[src/rtl/stackop_pkg.sv]
// Shared types for the dual stack-operation sequencer.
// Assumes slot codes are small unsigned integers; anything undecoded maps to SK_BAD.
package stackop_pkg;

    localparam int unsigned CODE_NOP = 0;
    localparam int unsigned CODE_ADD = 1;
    localparam int unsigned CODE_CMP = 2;
    localparam int unsigned CODE_DIV = 3;
    localparam int unsigned CODE_DEL = 4;

    typedef enum logic [2:0] {
        SK_NOP,
        SK_ADD,
        SK_CMP,
        SK_DIV,
        SK_DEL,
        SK_BAD
    } slot_kind_e;

    typedef enum logic [1:0] {
        CC_EQ = 2'b00,
        CC_LT = 2'b01,
        CC_GT = 2'b10
    } cond_e;

    typedef enum logic [2:0] {
        ST_IDLE,
        ST_DECODE,
        ST_DIVWAIT,
        ST_ISSUE,
        ST_PUSHREM,
        ST_DONE
    } seq_state_e;

endpackage

[src/rtl/stackop_slot_dec.sv]
// Decodes one operation slot into a kind.
// Purely combinational; assumes the caller selects which slot runs.
module stackop_slot_dec
    import stackop_pkg::*;
#(
    parameter int SLOT_W = 6
) (
    input  logic [SLOT_W-1:0] code,
    output slot_kind_e        kind
);

    // Map numeric slot code to operation kind.
    always_comb begin
        if      (code == SLOT_W'(CODE_NOP)) kind = SK_NOP;
        else if (code == SLOT_W'(CODE_ADD)) kind = SK_ADD;
        else if (code == SLOT_W'(CODE_CMP)) kind = SK_CMP;
        else if (code == SLOT_W'(CODE_DIV)) kind = SK_DIV;
        else if (code == SLOT_W'(CODE_DEL)) kind = SK_DEL;
        else                                kind = SK_BAD;
    end

endmodule

[src/rtl/stackop_alu.sv]
// Single-cycle arithmetic for the sequencer: modular sum and signed compare.
// Assumes lower = TOS-1 and upper = TOS; compare is lower against upper.
module stackop_alu
    import stackop_pkg::*;
#(
    parameter int WORD_W = 16
) (
    input  logic [WORD_W-1:0] lower,
    input  logic [WORD_W-1:0] upper,
    output logic [WORD_W-1:0] sum,
    output logic [1:0]        cmp_cc
);

    // Sum wraps to the word width.
    always_comb sum = lower + upper;

    // Signed three-way comparison.
    always_comb begin
        if ($signed(lower) < $signed(upper))      cmp_cc = CC_LT;
        else if ($signed(lower) > $signed(upper)) cmp_cc = CC_GT;
        else                                      cmp_cc = CC_EQ;
    end

endmodule

[src/rtl/stackop_divider.sv]
// Restoring unsigned divider, one quotient bit per cycle.
// Assumes the divisor is nonzero (the caller traps zero); results hold until the next go.
module stackop_divider #(
    parameter int WORD_W = 16
) (
    input  logic              clk,
    input  logic              rst_n,
    input  logic              go,
    input  logic [WORD_W-1:0] dividend,
    input  logic [WORD_W-1:0] divisor,
    output logic              fin,
    output logic [WORD_W-1:0] quotient,
    output logic [WORD_W-1:0] remainder
);

    localparam int CNT_W = $clog2(WORD_W + 1);

    logic [WORD_W:0]   part_q;
    logic [WORD_W-1:0] quo_q;
    logic [WORD_W-1:0] dvs_q;
    logic [CNT_W-1:0]  cnt_q;
    logic [WORD_W:0]   shifted;
    logic [WORD_W:0]   trial;

    // Next partial remainder candidate for this step.
    always_comb begin
        shifted = {part_q[WORD_W-1:0], quo_q[WORD_W-1]};
        trial   = shifted - {1'b0, dvs_q};
    end

    // Iterate one bit per cycle, flag the final step.
    always_ff @(posedge clk) begin
        if (!rst_n) begin
            part_q <= '0;
            quo_q  <= '0;
            dvs_q  <= '0;
            cnt_q  <= '0;
            fin    <= 1'b0;
        end else begin
            fin <= 1'b0;
            if (go) begin
                part_q <= '0;
                quo_q  <= dividend;
                dvs_q  <= divisor;
                cnt_q  <= CNT_W'(WORD_W);
            end else if (cnt_q != '0) begin
                if (!trial[WORD_W]) begin
                    part_q <= trial;
                    quo_q  <= {quo_q[WORD_W-2:0], 1'b1};
                end else begin
                    part_q <= shifted;
                    quo_q  <= {quo_q[WORD_W-2:0], 1'b0};
                end
                cnt_q <= cnt_q - 1'b1;
                fin   <= (cnt_q == CNT_W'(1));
            end
        end
    end

    assign quotient  = quo_q;
    assign remainder = part_q[WORD_W-1:0];

endmodule

[src/rtl/dual_stackop_seq.sv]
// Sequencer for packed stack words holding two operation slots.
// Runs the upper slot, then the lower one, against an external top-of-stack port.
// Assumes the stack holds enough words for every operation it is asked to run.
module dual_stackop_seq
    import stackop_pkg::*;
#(
    parameter int WORD_W = 16,
    parameter int OPC_W  = 4,
    parameter int SLOT_W = 6
) (
    input  logic                            clk,
    input  logic                            rst_n,
    input  logic                            start,
    input  logic [OPC_W+2*SLOT_W-1:0]       instr,
    output logic                            busy,
    output logic                            done,
    output logic [1:0]                      cc,
    output logic                            div_trap,
    output logic                            illegal,
    input  logic [WORD_W-1:0]               stk_tos,
    input  logic [WORD_W-1:0]               stk_nos,
    output logic [1:0]                      stk_pop,
    output logic                            stk_push,
    output logic [WORD_W-1:0]               stk_wdata
);

    localparam int INSTR_W = OPC_W + 2 * SLOT_W;
    localparam int N_SLOTS = 2;

    seq_state_e            state_q, state_d;
    logic [INSTR_W-1:0]    instr_q;
    logic                  slot_q;
    slot_kind_e            kind_q;
    logic [WORD_W-1:0]     lower_q, upper_q;
    logic [1:0]            cc_q;
    logic                  trap_q, ill_q;
    slot_kind_e            slot_kind [N_SLOTS];
    slot_kind_e            cur_kind;
    logic                  word_ok;
    logic                  div_go, div_fin;
    logic [WORD_W-1:0]     div_quo, div_rem;
    logic [WORD_W-1:0]     alu_sum;
    logic [1:0]            alu_cc;

    // One decoder per slot; slot 0 is the upper (first-run) field.
    for (genvar s = 0; s < N_SLOTS; s++) begin : g_slot
        stackop_slot_dec #(.SLOT_W(SLOT_W)) u_dec (
            .code (instr_q[INSTR_W-OPC_W-1-s*SLOT_W -: SLOT_W]),
            .kind (slot_kind[s])
        );
    end

    stackop_alu #(.WORD_W(WORD_W)) u_alu (
        .lower  (lower_q),
        .upper  (upper_q),
        .sum    (alu_sum),
        .cmp_cc (alu_cc)
    );

    stackop_divider #(.WORD_W(WORD_W)) u_div (
        .clk       (clk),
        .rst_n     (rst_n),
        .go        (div_go),
        .dividend  (stk_nos),
        .divisor   (stk_tos),
        .fin       (div_fin),
        .quotient  (div_quo),
        .remainder (div_rem)
    );

    // Select the slot under execution and check the stack-word prefix.
    always_comb begin
        cur_kind = slot_q ? slot_kind[1] : slot_kind[0];
        word_ok  = (instr_q[INSTR_W-1 -: OPC_W] == '0);
        div_go   = (state_q == ST_DECODE) && word_ok &&
                   (cur_kind == SK_DIV) && (stk_tos != '0);
    end

    // Next-state logic of the sequencer.
    always_comb begin
        state_d = state_q;
        unique case (state_q)
            ST_IDLE:    if (start) state_d = ST_DECODE;
            ST_DECODE: begin
                if (!word_ok) state_d = ST_DONE;
                else begin
                    unique case (cur_kind)
                        SK_NOP:  state_d = slot_q ? ST_DONE : ST_DECODE;
                        SK_BAD:  state_d = ST_DONE;
                        SK_DIV:  state_d = (stk_tos == '0) ? ST_DONE : ST_DIVWAIT;
                        default: state_d = ST_ISSUE;
                    endcase
                end
            end
            ST_DIVWAIT: if (div_fin) state_d = ST_ISSUE;
            ST_ISSUE: begin
                if (kind_q == SK_DIV) state_d = ST_PUSHREM;
                else                  state_d = slot_q ? ST_DONE : ST_DECODE;
            end
            ST_PUSHREM: state_d = slot_q ? ST_DONE : ST_DECODE;
            ST_DONE:    state_d = ST_IDLE;
            default:    state_d = ST_IDLE;
        endcase
    end

    // State, latched word, operands, slot pointer, flags and condition code.
    always_ff @(posedge clk) begin
        if (!rst_n) begin
            state_q <= ST_IDLE;
            instr_q <= '0;
            slot_q  <= 1'b0;
            kind_q  <= SK_NOP;
            lower_q <= '0;
            upper_q <= '0;
            cc_q    <= CC_EQ;
            trap_q  <= 1'b0;
            ill_q   <= 1'b0;
        end else begin
            state_q <= state_d;
            unique case (state_q)
                ST_IDLE: if (start) begin
                    instr_q <= instr;
                    slot_q  <= 1'b0;
                    trap_q  <= 1'b0;
                    ill_q   <= 1'b0;
                end
                ST_DECODE: begin
                    kind_q  <= cur_kind;
                    lower_q <= stk_nos;
                    upper_q <= stk_tos;
                    if (!word_ok || cur_kind == SK_BAD) ill_q <= 1'b1;
                    else if (cur_kind == SK_DIV && stk_tos == '0) trap_q <= 1'b1;
                    else if (cur_kind == SK_NOP) slot_q <= 1'b1;
                end
                ST_ISSUE: begin
                    if (kind_q == SK_CMP) cc_q <= alu_cc;
                    if (kind_q != SK_DIV) slot_q <= 1'b1;
                end
                ST_PUSHREM: slot_q <= 1'b1;
                default: ;
            endcase
        end
    end

    // Stack commands issued by the current state.
    always_comb begin
        stk_pop   = 2'd0;
        stk_push  = 1'b0;
        stk_wdata = '0;
        if (state_q == ST_ISSUE) begin
            unique case (kind_q)
                SK_ADD: begin stk_pop = 2'd2; stk_push = 1'b1; stk_wdata = alu_sum; end
                SK_CMP: stk_pop = 2'd2;
                SK_DEL: stk_pop = 2'd1;
                SK_DIV: begin stk_pop = 2'd2; stk_push = 1'b1; stk_wdata = div_quo; end
                default: ;
            endcase
        end else if (state_q == ST_PUSHREM) begin
            stk_push  = 1'b1;
            stk_wdata = div_rem;
        end
    end

    assign busy     = (state_q != ST_IDLE);
    assign done     = (state_q == ST_DONE);
    assign cc       = cc_q;
    assign div_trap = trap_q;
    assign illegal  = ill_q;

endmodule

[config.mk]
export PLATFORM = sky130hd
export DESIGN_NAME = dual_stackop_seq
export DESIGN_NICKNAME = d
export VERILOG_FILES = /design/src/rtl/stackop_pkg.sv /design/src/rtl/stackop_slot_dec.sv /design/src/rtl/stackop_alu.sv /design/src/rtl/stackop_divider.sv /design/src/rtl/dual_stackop_seq.sv
export SDC_FILE = /design/constraint.sdc
export NUM_CORES = 1
export LEC_CHECK = 0
export ABC_CLOCK_PERIOD_IN_PS = 6300
export BUFFER_PORTS_ARGS = -buffer_cell sky130_fd_sc_hd__buf_2
export CAP_MARGIN = 5
export CORE_MARGIN = 2
export CORE_UTILIZATION = 55
export CTS_CLUSTER_DIAMETER = 200
export DETAILED_ROUTE_END_ITERATION = 12
export GPL_TIMING_DRIVEN = 0
export PLACE_DENSITY = 0.78
export SETUP_SLACK_MARGIN = 0.2
export SLEW_MARGIN = 20
export SYNTH_ARGS = -nofsm -noshare
export SYNTH_HDL_FRONTEND = slang
export SYNTH_SLANG_ARGS = --single-unit
[constraint.sdc]
create_clock -name clk -period 6.3 [get_ports clk]
set_clock_uncertainty 0.1 [all_clocks]
set_input_delay 0.945 -clock clk [delete_from_list [all_inputs] [get_ports clk]]
set_output_delay 0.945 -clock clk [all_outputs]
set_load 0.005 [all_outputs]
==> impl_metrics.env <==
export IMPL_status="finished clean"
export IMPL_nNetsFinal=1067
export IMPL_avgSynthCellArea_sq_um=8.02
export IMPL_cts_repair_resized=0
export IMPL_met1_length_mm=8.57
export IMPL_cp_data_arrival_time_ns=3.27
export IMPL_num_vias=6654
export IMPL_switching_power_mw=1.28
export IMPL_worst_path_buf_inv=1
export IMPL_stdcell_area_sq_um=8110
export IMPL_synthFlopType="dfxtp_1"
export IMPL_cap_violations=0
export IMPL_synth_edf_count=0
export IMPL_cts_root_buf="clkbuf_16"
export IMPL_routed_wl_mm=19.5
export IMPL_fp_dieW_um=117
export IMPL_p_clk_frac=0.274
export IMPL_utilization=0.648
export IMPL_hpwl_mm=14.8
export IMPL_syn_area_sq_um=6980
export IMPL_antenna_found_initial=0
export IMPL_start_kind="flip-flop"
export IMPL_yosysTopAreaCellShare=0.324
export IMPL_multi_input_area_sq_um=4320
export IMPL_power_leakage_nw=3.60
export IMPL_yosysWarnings=0
export IMPL_overflow=0
export IMPL_grt_pass1_wl_mm=31.1
export IMPL_ir_worst_vdd_uv=240
export IMPL_top_layer="met4"
export IMPL_grt_max_degree=17
export IMPL_diodes=0
export IMPL_seq_power_share=0.287
export IMPL_cts_buffers=17
export IMPL_clock_fmax_ghz=0.232
export IMPL_crit_slowest_cell="o41ai_1"
export IMPL_die_h_um=117
export IMPL_yosysTopAreaCell="dfxtp_1"
export IMPL_synthToLayoutAreaGrowth_pct=16.2
export IMPL_grt_pass1_vias=6218
export IMPL_setup_ws_ns=1.99
export IMPL_grt_total_usage=0.300
export IMPL_met3_length_mm=1.47
export IMPL_max_slew_margin=0.326
export IMPL_vias_per_cell=5.80
export IMPL_combPwrFrac=0.438
export IMPL_tightest_slew_ns=0.996
export IMPL_place_ws_ns=2.53
export IMPL_worstPathCellList="ha_1 > fa_1 > nor2b_1 > o211ai_1 > a31oi_1 > o41ai_1 > o31ai_1 > xor2_1 > o21ai_0 > buf_2"
export IMPL_ios=76
export IMPL_setup_tns_ns=0
export IMPL_worst_setup_path_end_kind="output port"
export IMPL_yosys_top_cells_count="163 x nand2_1, 113 x dfxtp_1, 52 x inv_1, 52 x o21ai_0"
export IMPL_hold_class="reg -> reg"
export IMPL_num_rows=41
export IMPL_holdBufCountCts=0
export IMPL_gp_congestion=0.900
export IMPL_finalCriticalPeriod_ns=4.31
export IMPL_synth_fp_nets=973
export IMPL_synth_cells=870
export IMPL_path_clk_slew_ns=0.05
export IMPL_drv_slew=0
export IMPL_clock_sinks=113
export IMPL_drt_iter0_drc=775
export IMPL_clkLatencyLatePin_ns=0.42
export IMPL_drive_gt1_frac=0.121
export IMPL_cp_data_required_time_ns=5.25
export IMPL_timing_final_setup_violations=0
export IMPL_swShare=0.397
export IMPL_internal_power_mw=1.95
export IMPL_start_util=0.557
export IMPL_cp_top_family="compound AO/OA/AOI/OAI gates"
export IMPL_regArea_sq_um=2260
export IMPL_critical_path_class="reg -> out"
export IMPL_io_buffers=75
export IMPL_p_per_area_nw_per_um2=399
export IMPL_cts_tree="done"
export IMPL_cts_setup_buffers=0
export IMPL_max_stage_delay_ns=0.53
export IMPL_wl_per_cell_um=17.0
export IMPL_hold_viol=0
export IMPL_dieArea_sq_um=13600
export IMPL_fill_cells=1124
export IMPL_htree_levels=4
export IMPL_synthTopCellsByArea="dfxtp_1 32%, ha_1 9.0%, nand2_1 8.8%"
export IMPL_coreArea_sq_um=12500
export IMPL_drt_antenna_violating_nets=0
export IMPL_min_period_over_period=0.684
export IMPL_async_flop_share=0
export IMPL_yosys_cell_count_top_type="nand2_1"
export IMPL_clockBufferDepth=2
export IMPL_synth_seq_cells=113
export IMPL_ys_types=63
export IMPL_firstDrtPassIters=6
export IMPL_drcViolationCount=0
export IMPL_rsz0062_at_grt="false"
export IMPL_path_max_fanout=3
export IMPL_dr_wl_met2_mm=8.80
export IMPL_placed_area_sq_um=7570
export IMPL_yosysSeqAreaShare=0.324
==> logic make-up after synthesis <==
logic type      Yosys count  share of synthesized area
simple gates            313                      0.213
compound gates          237                      0.234
flops                   113                      0.324
buf+inv                  99                     0.0567
fa+ha+maj                52                     0.0954
mux                      29                     0.0425
xor+xnor                 27                     0.0339
==> path summary, 6_finish.rpt <==
check                     start               end  slack [ns]  cells past startpoint
max                  upper_q[0]     stk_wdata[14]        1.99                     10
min reg2reg         instr_q[12]       instr_q[12]        0.36                      2
min                 instr_q[12]       instr_q[12]        0.36                      2
max reg2reg  u_div.quotient[15]  u_div.part_q[12]        3.19                     12
==> sequential cells by signal (all words and copies together), names as in the netlist, 2 cells and up <==
signal	count
lower_q	16
cc	2
u_div.part_q	16
kind_q	3
u_div.dvs_q	16
state_q	3
instr_q	16
u_div.cnt_q	5
upper_q	16
u_div.quotient	16
==> layout make-up <==
class                           instances  area share
Buffer                                 47      0.0247
Inverter                               52      0.0241
Sequential cell                       113       0.279
Tap cell                              172      0.0265
Multi-Input combinational cell        658       0.533
Clock buffer                           24      0.0594
Clock inverter                          6     0.00710
Timing Repair Buffer                   75      0.0463
==> stage by stage <==
stage	hold WS (ns)	power (mW)	cells
after detailed placement	0.355	2.32	1117
after global placement	0.351	2.30	1117
after global routing	0.377	3.44	1147
final	0.359	3.24	1147
after CTS	0.362	3.22	1147
after floorplan	0.338	1.98	870
==> power groups by stage <==
stage | Combinational, mW | Sequential, mW | Clock (mW)
after CTS | 1.40 | 0.927 | 0.895
after global placement | 1.36 | 0.937 | 0
after detailed placement | 1.38 | 0.939 | 0
final | 1.42 | 0.930 | 0.888
after global routing | 1.57 | 0.941 | 0.932
after floorplan | 1.07 | 0.907 | 0
==> tightest hold or removal path: stages (launching register included) <==
cell      delay, ns
dfxtp_1        0.30
nand2_1        0.04
a21boi_0       0.06
==> metal layers <==
metal	global-route usage	vias up
li1	-	3238
met1	0.397	3076
met2	0.474	294
met3	0.0701	46
met4	0.123	0
met5	0	-
==> cells in the final DEF, fill, tap and decap left out, types with 5 or more instances in the layout <==
cell type | netlist | routed
dfxtp_1 | 113 | 113
nand4_1 | 10 | 10
buf_2 | 4 | 79
nor2b_1 | 29 | 29
inv_1 | 52 | 52
nand3_1 | 21 | 21
a32oi_1 | 8 | 8
nor2_1 | 31 | 31
a21boi_0 | 50 | 50
o211ai_1 | 8 | 8
and2_1 | 6 | 6
clkbuf_16 | 0 | 17
a31oi_1 | 5 | 5
nor3_1 | 8 | 8
a22o_1 | 11 | 11
xor2_1 | 6 | 6
a21oi_1 | 43 | 43
o31ai_1 | 6 | 6
nor4_1 | 6 | 6
ha_1 | 50 | 50
nor3b_1 | 5 | 5
nand2_1 | 163 | 163
clkbuf_1 | 39 | 43
o21a_1 | 5 | 5
o21ai_0 | 52 | 52
xnor2_1 | 21 | 21
o211a_1 | 19 | 19
mux2i_1 | 27 | 27
o21bai_1 | 5 | 5
nand2b_1 | 6 | 6
Power figures use the tool's default switching activity.
